--- src/rtl/ea_gen_pkg.sv ---
package ea_gen_pkg;

  typedef enum logic [3:0] {
    MODE_IMM   = 4'd0,
    MODE_REG   = 4'd1,
    MODE_ABS   = 4'd2,
    MODE_RIND  = 4'd3,
    MODE_MIND  = 4'd4,
    MODE_IDX   = 4'd5,
    MODE_BIDX  = 4'd6,
    MODE_BIDXO = 4'd7,
    MODE_REL   = 4'd8,
    MODE_AINC  = 4'd9,
    MODE_ADEC  = 4'd10
  } mode_e;

  typedef enum logic [1:0] {
    IND_IDLE = 2'd0,
    IND_WAIT = 2'd1,
    IND_DONE = 2'd2
  } ind_st_e;

endpackage

--- src/rtl/ea_gen_step.sv ---
module ea_gen_step #(
  parameter int AW = 32
) (
  input  logic [1:0]    op_size,
  output logic [AW-1:0] step
);
  always_comb begin
    unique case (op_size)
      2'd0:    step = AW'(1);
      2'd1:    step = AW'(2);
      default: step = AW'(4);
    endcase
  end
endmodule

--- src/rtl/ea_gen_calc.sv ---
module ea_gen_calc
  import ea_gen_pkg::*;
#(
  parameter int AW = 32,
  parameter int XW = 16
) (
  input  logic [3:0]    mode,
  input  logic [XW-1:0] disp,
  input  logic [AW-1:0] pc,
  input  logic [AW-1:0] ra,
  input  logic [AW-1:0] rb,
  input  logic [AW-1:0] step,
  output logic [AW-1:0] addr,
  output logic [AW-1:0] ptr_addr,
  output logic          direct_ok,
  output logic          indirect,
  output logic          opnd,
  output logic          wb_want,
  output logic [AW-1:0] wb_val
);
  localparam int EXT = AW - XW;

  logic [AW-1:0] sx;
  mode_e         m;

  assign sx       = {{EXT{disp[XW-1]}}, disp};
  assign m        = mode_e'(mode);
  assign ptr_addr = sx;

  always_comb begin
    addr      = '0;
    direct_ok = 1'b0;
    indirect  = 1'b0;
    opnd      = 1'b0;
    wb_want   = 1'b0;
    wb_val    = ra;
    case (m)
      MODE_IMM:   begin addr = sx;           direct_ok = 1'b1; opnd = 1'b1; end
      MODE_REG:   begin addr = ra;           direct_ok = 1'b1; opnd = 1'b1; end
      MODE_ABS:   begin addr = sx;           direct_ok = 1'b1; end
      MODE_RIND:  begin addr = ra;           direct_ok = 1'b1; end
      MODE_MIND:  begin addr = sx;           indirect  = 1'b1; end
      MODE_IDX:   begin addr = ra + sx;      direct_ok = 1'b1; end
      MODE_BIDX:  begin addr = ra + rb;      direct_ok = 1'b1; end
      MODE_BIDXO: begin addr = ra + rb + sx; direct_ok = 1'b1; end
      MODE_REL:   begin addr = pc + sx;      direct_ok = 1'b1; end
      MODE_AINC: begin
        addr      = ra;
        wb_val    = ra + step;
        wb_want   = 1'b1;
        direct_ok = 1'b1;
      end
      MODE_ADEC: begin
        wb_val    = ra - step;
        addr      = ra - step;
        wb_want   = 1'b1;
        direct_ok = 1'b1;
      end
      default: begin
        addr      = '0;
        direct_ok = 1'b0;
      end
    endcase
  end
endmodule

--- src/rtl/ea_gen_ind.sv ---
module ea_gen_ind
  import ea_gen_pkg::*;
#(
  parameter int AW = 32
) (
  input  logic          clk,
  input  logic          rst_n,
  input  logic          start,
  input  logic          rvalid,
  input  logic [AW-1:0] rdata,
  output logic          busy,
  output logic          done,
  output logic [AW-1:0] ptr_q
);
  ind_st_e st_q, st_d;
  logic    cap_en;

  always_comb begin
    st_d   = st_q;
    cap_en = 1'b0;
    case (st_q)
      IND_IDLE: if (start) st_d = IND_WAIT;
      IND_WAIT: if (rvalid) begin
        st_d   = IND_DONE;
        cap_en = 1'b1;
      end
      IND_DONE: st_d = IND_IDLE;
      default:  st_d = IND_IDLE;
    endcase
  end

  always_ff @(posedge clk or negedge rst_n) begin
    if (!rst_n) st_q <= IND_IDLE;
    else        st_q <= st_d;
  end

  always_ff @(posedge clk) begin
    if (cap_en) ptr_q <= rdata;
  end

  assign busy = (st_q != IND_IDLE);
  assign done = (st_q == IND_DONE);

  AST_START_ONLY_IDLE: assert property (@(posedge clk) disable iff (!rst_n)
    start |-> (st_q == IND_IDLE)) else $error("start while busy");

  AST_IND_ONE_CYCLE: assert property (@(posedge clk) disable iff (!rst_n)
    (st_q == IND_WAIT && rvalid) |=> done) else $error("late indirect result");

  AST_DONE_SINGLE: assert property (@(posedge clk) disable iff (!rst_n)
    done |=> !done) else $error("done held");
endmodule

--- src/rtl/ea_gen_unit.sv ---
module ea_gen_unit
  import ea_gen_pkg::*;
#(
  parameter int AW  = 32,
  parameter int XW  = 16,
  parameter int RIW = 4
) (
  input  logic           clk,
  input  logic           rst_n,
  input  logic           req,
  input  logic [3:0]     mode,
  input  logic [RIW-1:0] ri_idx,
  input  logic [AW-1:0]  ri_data,
  input  logic [AW-1:0]  rj_data,
  input  logic [XW-1:0]  disp,
  input  logic [AW-1:0]  pc,
  input  logic [1:0]     op_size,
  output logic           mem_req,
  output logic [AW-1:0]  mem_addr,
  input  logic           mem_rvalid,
  input  logic [AW-1:0]  mem_rdata,
  output logic           ea_valid,
  output logic [AW-1:0]  ea_out,
  output logic           is_operand,
  output logic           wb_en,
  output logic [RIW-1:0] wb_idx,
  output logic [AW-1:0]  wb_data
);
  logic          rst_meta_n, rst_sync_n;
  logic [AW-1:0] step, c_addr, c_ptr, c_wbv, ind_ea;
  logic          c_ok, c_ind, c_opnd, c_wb;
  logic          ind_busy, ind_done, accept;

  always_ff @(posedge clk or negedge rst_n) begin
    if (!rst_n) begin
      rst_meta_n <= 1'b0;
      rst_sync_n <= 1'b0;
    end else begin
      rst_meta_n <= 1'b1;
      rst_sync_n <= rst_meta_n;
    end
  end

  ea_gen_step #(.AW(AW)) u_step (
    .op_size (op_size),
    .step    (step)
  );

  ea_gen_calc #(.AW(AW), .XW(XW)) u_calc (
    .mode      (mode),
    .disp      (disp),
    .pc        (pc),
    .ra        (ri_data),
    .rb        (rj_data),
    .step      (step),
    .addr      (c_addr),
    .ptr_addr  (c_ptr),
    .direct_ok (c_ok),
    .indirect  (c_ind),
    .opnd      (c_opnd),
    .wb_want   (c_wb),
    .wb_val    (c_wbv)
  );

  assign accept = req && !ind_busy && rst_sync_n;

  ea_gen_ind #(.AW(AW)) u_ind (
    .clk    (clk),
    .rst_n  (rst_sync_n),
    .start  (accept && c_ind),
    .rvalid (mem_rvalid),
    .rdata  (mem_rdata),
    .busy   (ind_busy),
    .done   (ind_done),
    .ptr_q  (ind_ea)
  );

  assign mem_req    = accept && c_ind;
  assign mem_addr   = c_ptr;
  assign ea_valid   = (accept && c_ok) || ind_done;
  assign ea_out     = ind_done ? ind_ea : c_addr;
  assign is_operand = accept && c_opnd;
  assign wb_en      = accept && c_wb;
  assign wb_idx     = ri_idx;
  assign wb_data    = c_wbv;

  AST_WB_AUTO_ONLY: assert property (@(posedge clk) disable iff (!rst_sync_n)
    wb_en |-> (mode == MODE_AINC || mode == MODE_ADEC)) else $error("stray writeback");

  AST_ADEC_EA_IS_WB: assert property (@(posedge clk) disable iff (!rst_sync_n)
    (wb_en && mode == MODE_ADEC) |-> (ea_out == wb_data)) else $error("predec mismatch");

  AST_AINC_STEP: assert property (@(posedge clk) disable iff (!rst_sync_n)
    (wb_en && mode == MODE_AINC) |-> ((wb_data - ea_out) == step)) else $error("postinc step");

  AST_BUSY_SILENT: assert property (@(posedge clk) disable iff (!rst_sync_n)
    (ind_busy && !ind_done) |-> (!ea_valid && !wb_en && !mem_req)) else $error("busy leak");

  AST_RESERVED_QUIET: assert property (@(posedge clk) disable iff (!rst_sync_n)
    (mode > 4'd10 && !ind_done) |-> (!ea_valid && !wb_en && !mem_req)) else $error("reserved mode acted");
endmodule

--- config.mk ---
export PLATFORM = sky130hd
export DESIGN_NAME = ea_gen_unit
export DESIGN_NICKNAME = d
export VERILOG_FILES = /design/src/rtl/ea_gen_pkg.sv /design/src/rtl/ea_gen_step.sv /design/src/rtl/ea_gen_calc.sv /design/src/rtl/ea_gen_ind.sv /design/src/rtl/ea_gen_unit.sv
export SDC_FILE = /design/constraint.sdc
export NUM_CORES = 1
export LEC_CHECK = 0
export ABC_AREA = 1
export BUFFER_PORTS_ARGS = -buffer_cell sky130_fd_sc_hd__buf_4
export CAP_MARGIN = 20
export CORE_MARGIN = 5
export CORE_UTILIZATION = 45
export CTS_CLUSTER_DIAMETER = 50
export DETAILED_ROUTE_END_ITERATION = 16
export PLACE_DENSITY = 0.71
export SYNTH_ARGS = -nofsm -noshare
export SYNTH_HDL_FRONTEND = slang
export SYNTH_SLANG_ARGS = --single-unit
export TNS_END_PERCENT = 50
--- constraint.sdc ---
create_clock -name clk -period 6.4 [get_ports clk]
set_input_delay 0.96 -clock clk [delete_from_list [all_inputs] [get_ports clk]]
set_output_delay 0.96 -clock clk [all_outputs]
set_load 0.02 [all_outputs]
==> metrics.md <==
| Metric | Value |
|---|---|
| Bufs on Longest Clock Path | 2 |
| Clock Skew | 0.002462 ns |
| Final instance area | 10870 um2 |
| Synth top area share | 0.1743 |
| Top Usage Layer GRT | met2 |
| Comb pwr share | 0.672 |
| Slew Limit Fails | 0 |
| Sequential share of power | 0.177 |
| Run status | finished clean |
| Wirelength, routed | around 41000 um |
| Clock Sinks | 36 |
| First-pass GRT wire length | 60490 um |
| Ys flop type | edfxtp_1 |
| Starting Density | 0.4537 |
| CP max FO | 6 |
| Root Driver | clkbuf_16 |
| Number of post-CTS setup repair buffers | 0 |
| Async S/R FF share, synth | 0.1111 |
| Worst setup path class | in -> out |
| Most frequent cells after synthesis | nand2_1 (406), inv_1 (168), nor2_1 (139), a21oi_1 (129), o21ai_0 (105) |
| Grt met3 use | 0.07718 |
| Clock share of power | 0.151 |
| Critical Path RT | approximately 5.4 ns |
| Core area | ~19000 um2 |
| Peak VDD IR | roughly 0.00027 V |
| DIE WIDTH | ~150 um |
| Worst-path clk slew | around 0.050 ns |
| Buffers on Ports | ~250 |
| Largest area contributor in the netlist | nand2_1 |
| Vias | 11.63k |
| Unrepaired setup endpoints after global routing | false |
| Final period util | 0.9508 |
| Post-synthesis register bit count | 36 |
| Setup slack, reg-to-reg | around 5 ns |
| Fraction of layout cells with a size suffix above 1 | 0.2016 |
| Yosys warns | 0 |
| Count of different cell masters after synthesis | 59 |
| I/O pin cnt | ~260 |
| Die area | between 20000 and 25000 um2 |
| Vias in the first global route | 10.50k |
| Fill cells | between 2k and 2.5k |
| Syn Inst Count | roughly 1.5k |
| Internal power | roughly 760 uW |
| RePlAce Congestion | 1.041 |
| Initial DRC count | approximately 1.3k |
| Sw Pwr | 717.3 uW |
| DP HPWL | ~34000 um |
| Initial antenna violation count | 0 |
| Setup crit start kind | input pin |
| Post-Synthesis Cell Area | approximately 9000 um2 |
| Post-Syn Nets | about 1.7k |
| Minimum clock period | between 6 and 7 ns |
| GRT met2 Usage | 0.5201 |
| EDFF count, synth | 32 |
| Most numerous cell in the Yosys netlist | nand2_1 |
| Hold Buf Count CTS | 0 |
| TritonCTS buffer count | 5 |
| Area delta synth->final | 24.37% |
| Drt via density | roughly 5.9 |
| Rel. slew slack | 0.2935 |
| Reg area | 1061 um2 |
| Area of the multi-input gates | approximately 6600 um2 |
| DR pass1 iterations | 6 |
| Total grt overflow | 0 |
| Largest net degree at the start of global routing | 39 |
| LEAKAGE | around 0.0053 uW |
| Row count | 51 |
| Max Cap Viol | 0 |
| Switching part of the total | 0.4872 |
| Crit path capture type | primary output |
| Final Setup Violations | 0 |
| Sequential fraction of the synthesis area | 0.1214 |
| Pwr/cell area | 135.4 nW/um2 |
| Die height | 149.4 um |
| Gr usage total | 0.3519 |
| CTS tree | built |
| Antenna Cells | 0 |
| Hold Path Class | reg -> async |
| Final Hold Viols | 0 |
| Post-route ant nets | 0 |
| DR DRC count | 0 |
| Setup TNS | 0 ns |
| Placed cell area | between 10000 and 15000 um2 |
| CTS H-tree lvls | 2 |
| Slew at the pin closest to its max-slew limit | about 1.1 ns |
| M1 GR Usage | 0.5175 |
| Critical Path AT | between 5 and 6 ns |
| Top cells by area, synth | nand2_1 (17%), edfxtp_1 (11%), ha_1 (10%) |
| Final #Nets | 1948 |
| WL/cell | between 20 and 25 um |
| Mean area per synthesized cell | 5.775 um2 |
| F_max | 164.3 MHz |
| Clk_lat worst skew | between 0.2 and 0.3 ns |
path summary, 6_finish.rpt:
check,startpoint,endpoint,cells after the start
setup reg to reg,u_ind.st_q[1],u_ind.ptr_q[19],4
hold / removal,rst_sync_n,u_ind.st_q[0],0
max in group asynchronous,rst_n,rst_meta_n,1
hold reg to reg,rst_sync_n,u_ind.st_q[0],0
min in group clk,rst_meta_n,rst_sync_n,0
setup / recovery,ri_data[2],ea_out[20],22
placed cells by master, fill, tap and decap left out, drive strengths merged, types with 7 or more instances in the layout:
master and instances:
nor4 8, xnor2 9, a21o 14, a31oi 16
nand2 410, o21ai 125, edfxtp 32, a22oi 8
buf 271, nor3 30, nand4 25, nand3b 7
nor2 149, o21bai 8, o211ai 34, a21oi 131
inv 183, o221ai 7, nand3 101, or2 12
xor2 13, ha 70
sequential cells by signal, indices dropped and copies added, names as in the netlist:
signal / flops
u_ind.ptr_q: 32
rst_sync_n: 1
u_ind.st_q: 2
rst_meta_n: 1
logic make-up after synthesis:
kind of cell	count (synthesis)	synth area share
flip-flops	36	0.1214
AO/OA/AOI/OAI	372	0.2499
other	1	0.0004289
AND/OR/NAND/NOR	746	0.3671
adder cells (fa/ha/maj)	74	0.1093
buffers and inverters	263	0.1299
XOR/XNOR	22	0.02204
cell type report:
type                       count  area share
inverter                     187     0.06455
multi-input combinational   1215      0.6076
clock buffer                   5     0.01151
clock inverter                 2    0.001151
sequential                    36     0.09757
tap                          265     0.03049
timing repair buffer         271      0.1871
metal layers:
layer  vias to the layer above  part of all wire
li1                       5526                 -
met1                      5348              0.44
met2                       695              0.42
met3                        59              0.12
met4                         0             0.024
met5                         -                 0
what timing repair did:
item,in CTS,in global routing
hold endpoints to repair,0,0
endpoints found under the setup margin,0,10
gates resized for setup,0,12
power by group through the flow:
stage | clock (uW) | combinational (uW) | sequential [uW]
CTS | 226 | 962 | 260
detailed placement | 0 | 957 | 265
global route | 239 | 1070 | 260
finish | 222 | 990 | 260
global placement | 0 | 955 | 264
floorplan | 0 | 585 | 264
per-stage QoR:
stage	worst slack (ns)	std cells	total power, uW	util	hold WS (ns)
after floorplan	1.164	1514	849.0	-	0.02195
after global placement	0.2454	1974	1219	0.5547	0.03084
after detailed placement	0.1751	1974	1221	0.5547	0.03528
after CTS	0.1695	1981	1448	0.5619	0.03762
after global routing	0.03940	1981	1574	0.5643	0.05086
final	0.3146	1981	1472	0.5643	0.03591
critical path, stage by stage:
cell      delay [ns]
buf_4           0.14
ha_1            0.43
or2_1           0.16
and2_1          0.18
a21oi_2         0.08
o21ai_1         0.36
a21oi_1         0.17
o21ai_1         0.20
xor2_1          0.31
nand2_1         0.08
o211ai_1        0.14
ha_1            0.31
a21o_1          0.23
nand3_1         0.07
nand2_1         0.05
a21oi_1         0.18
nand3_1         0.16
o21ai_0         0.25
nand2_1         0.10
nor3_2          0.28
o21ai_1         0.10
buf_4           0.17
(Power assumes the default switching activity.)
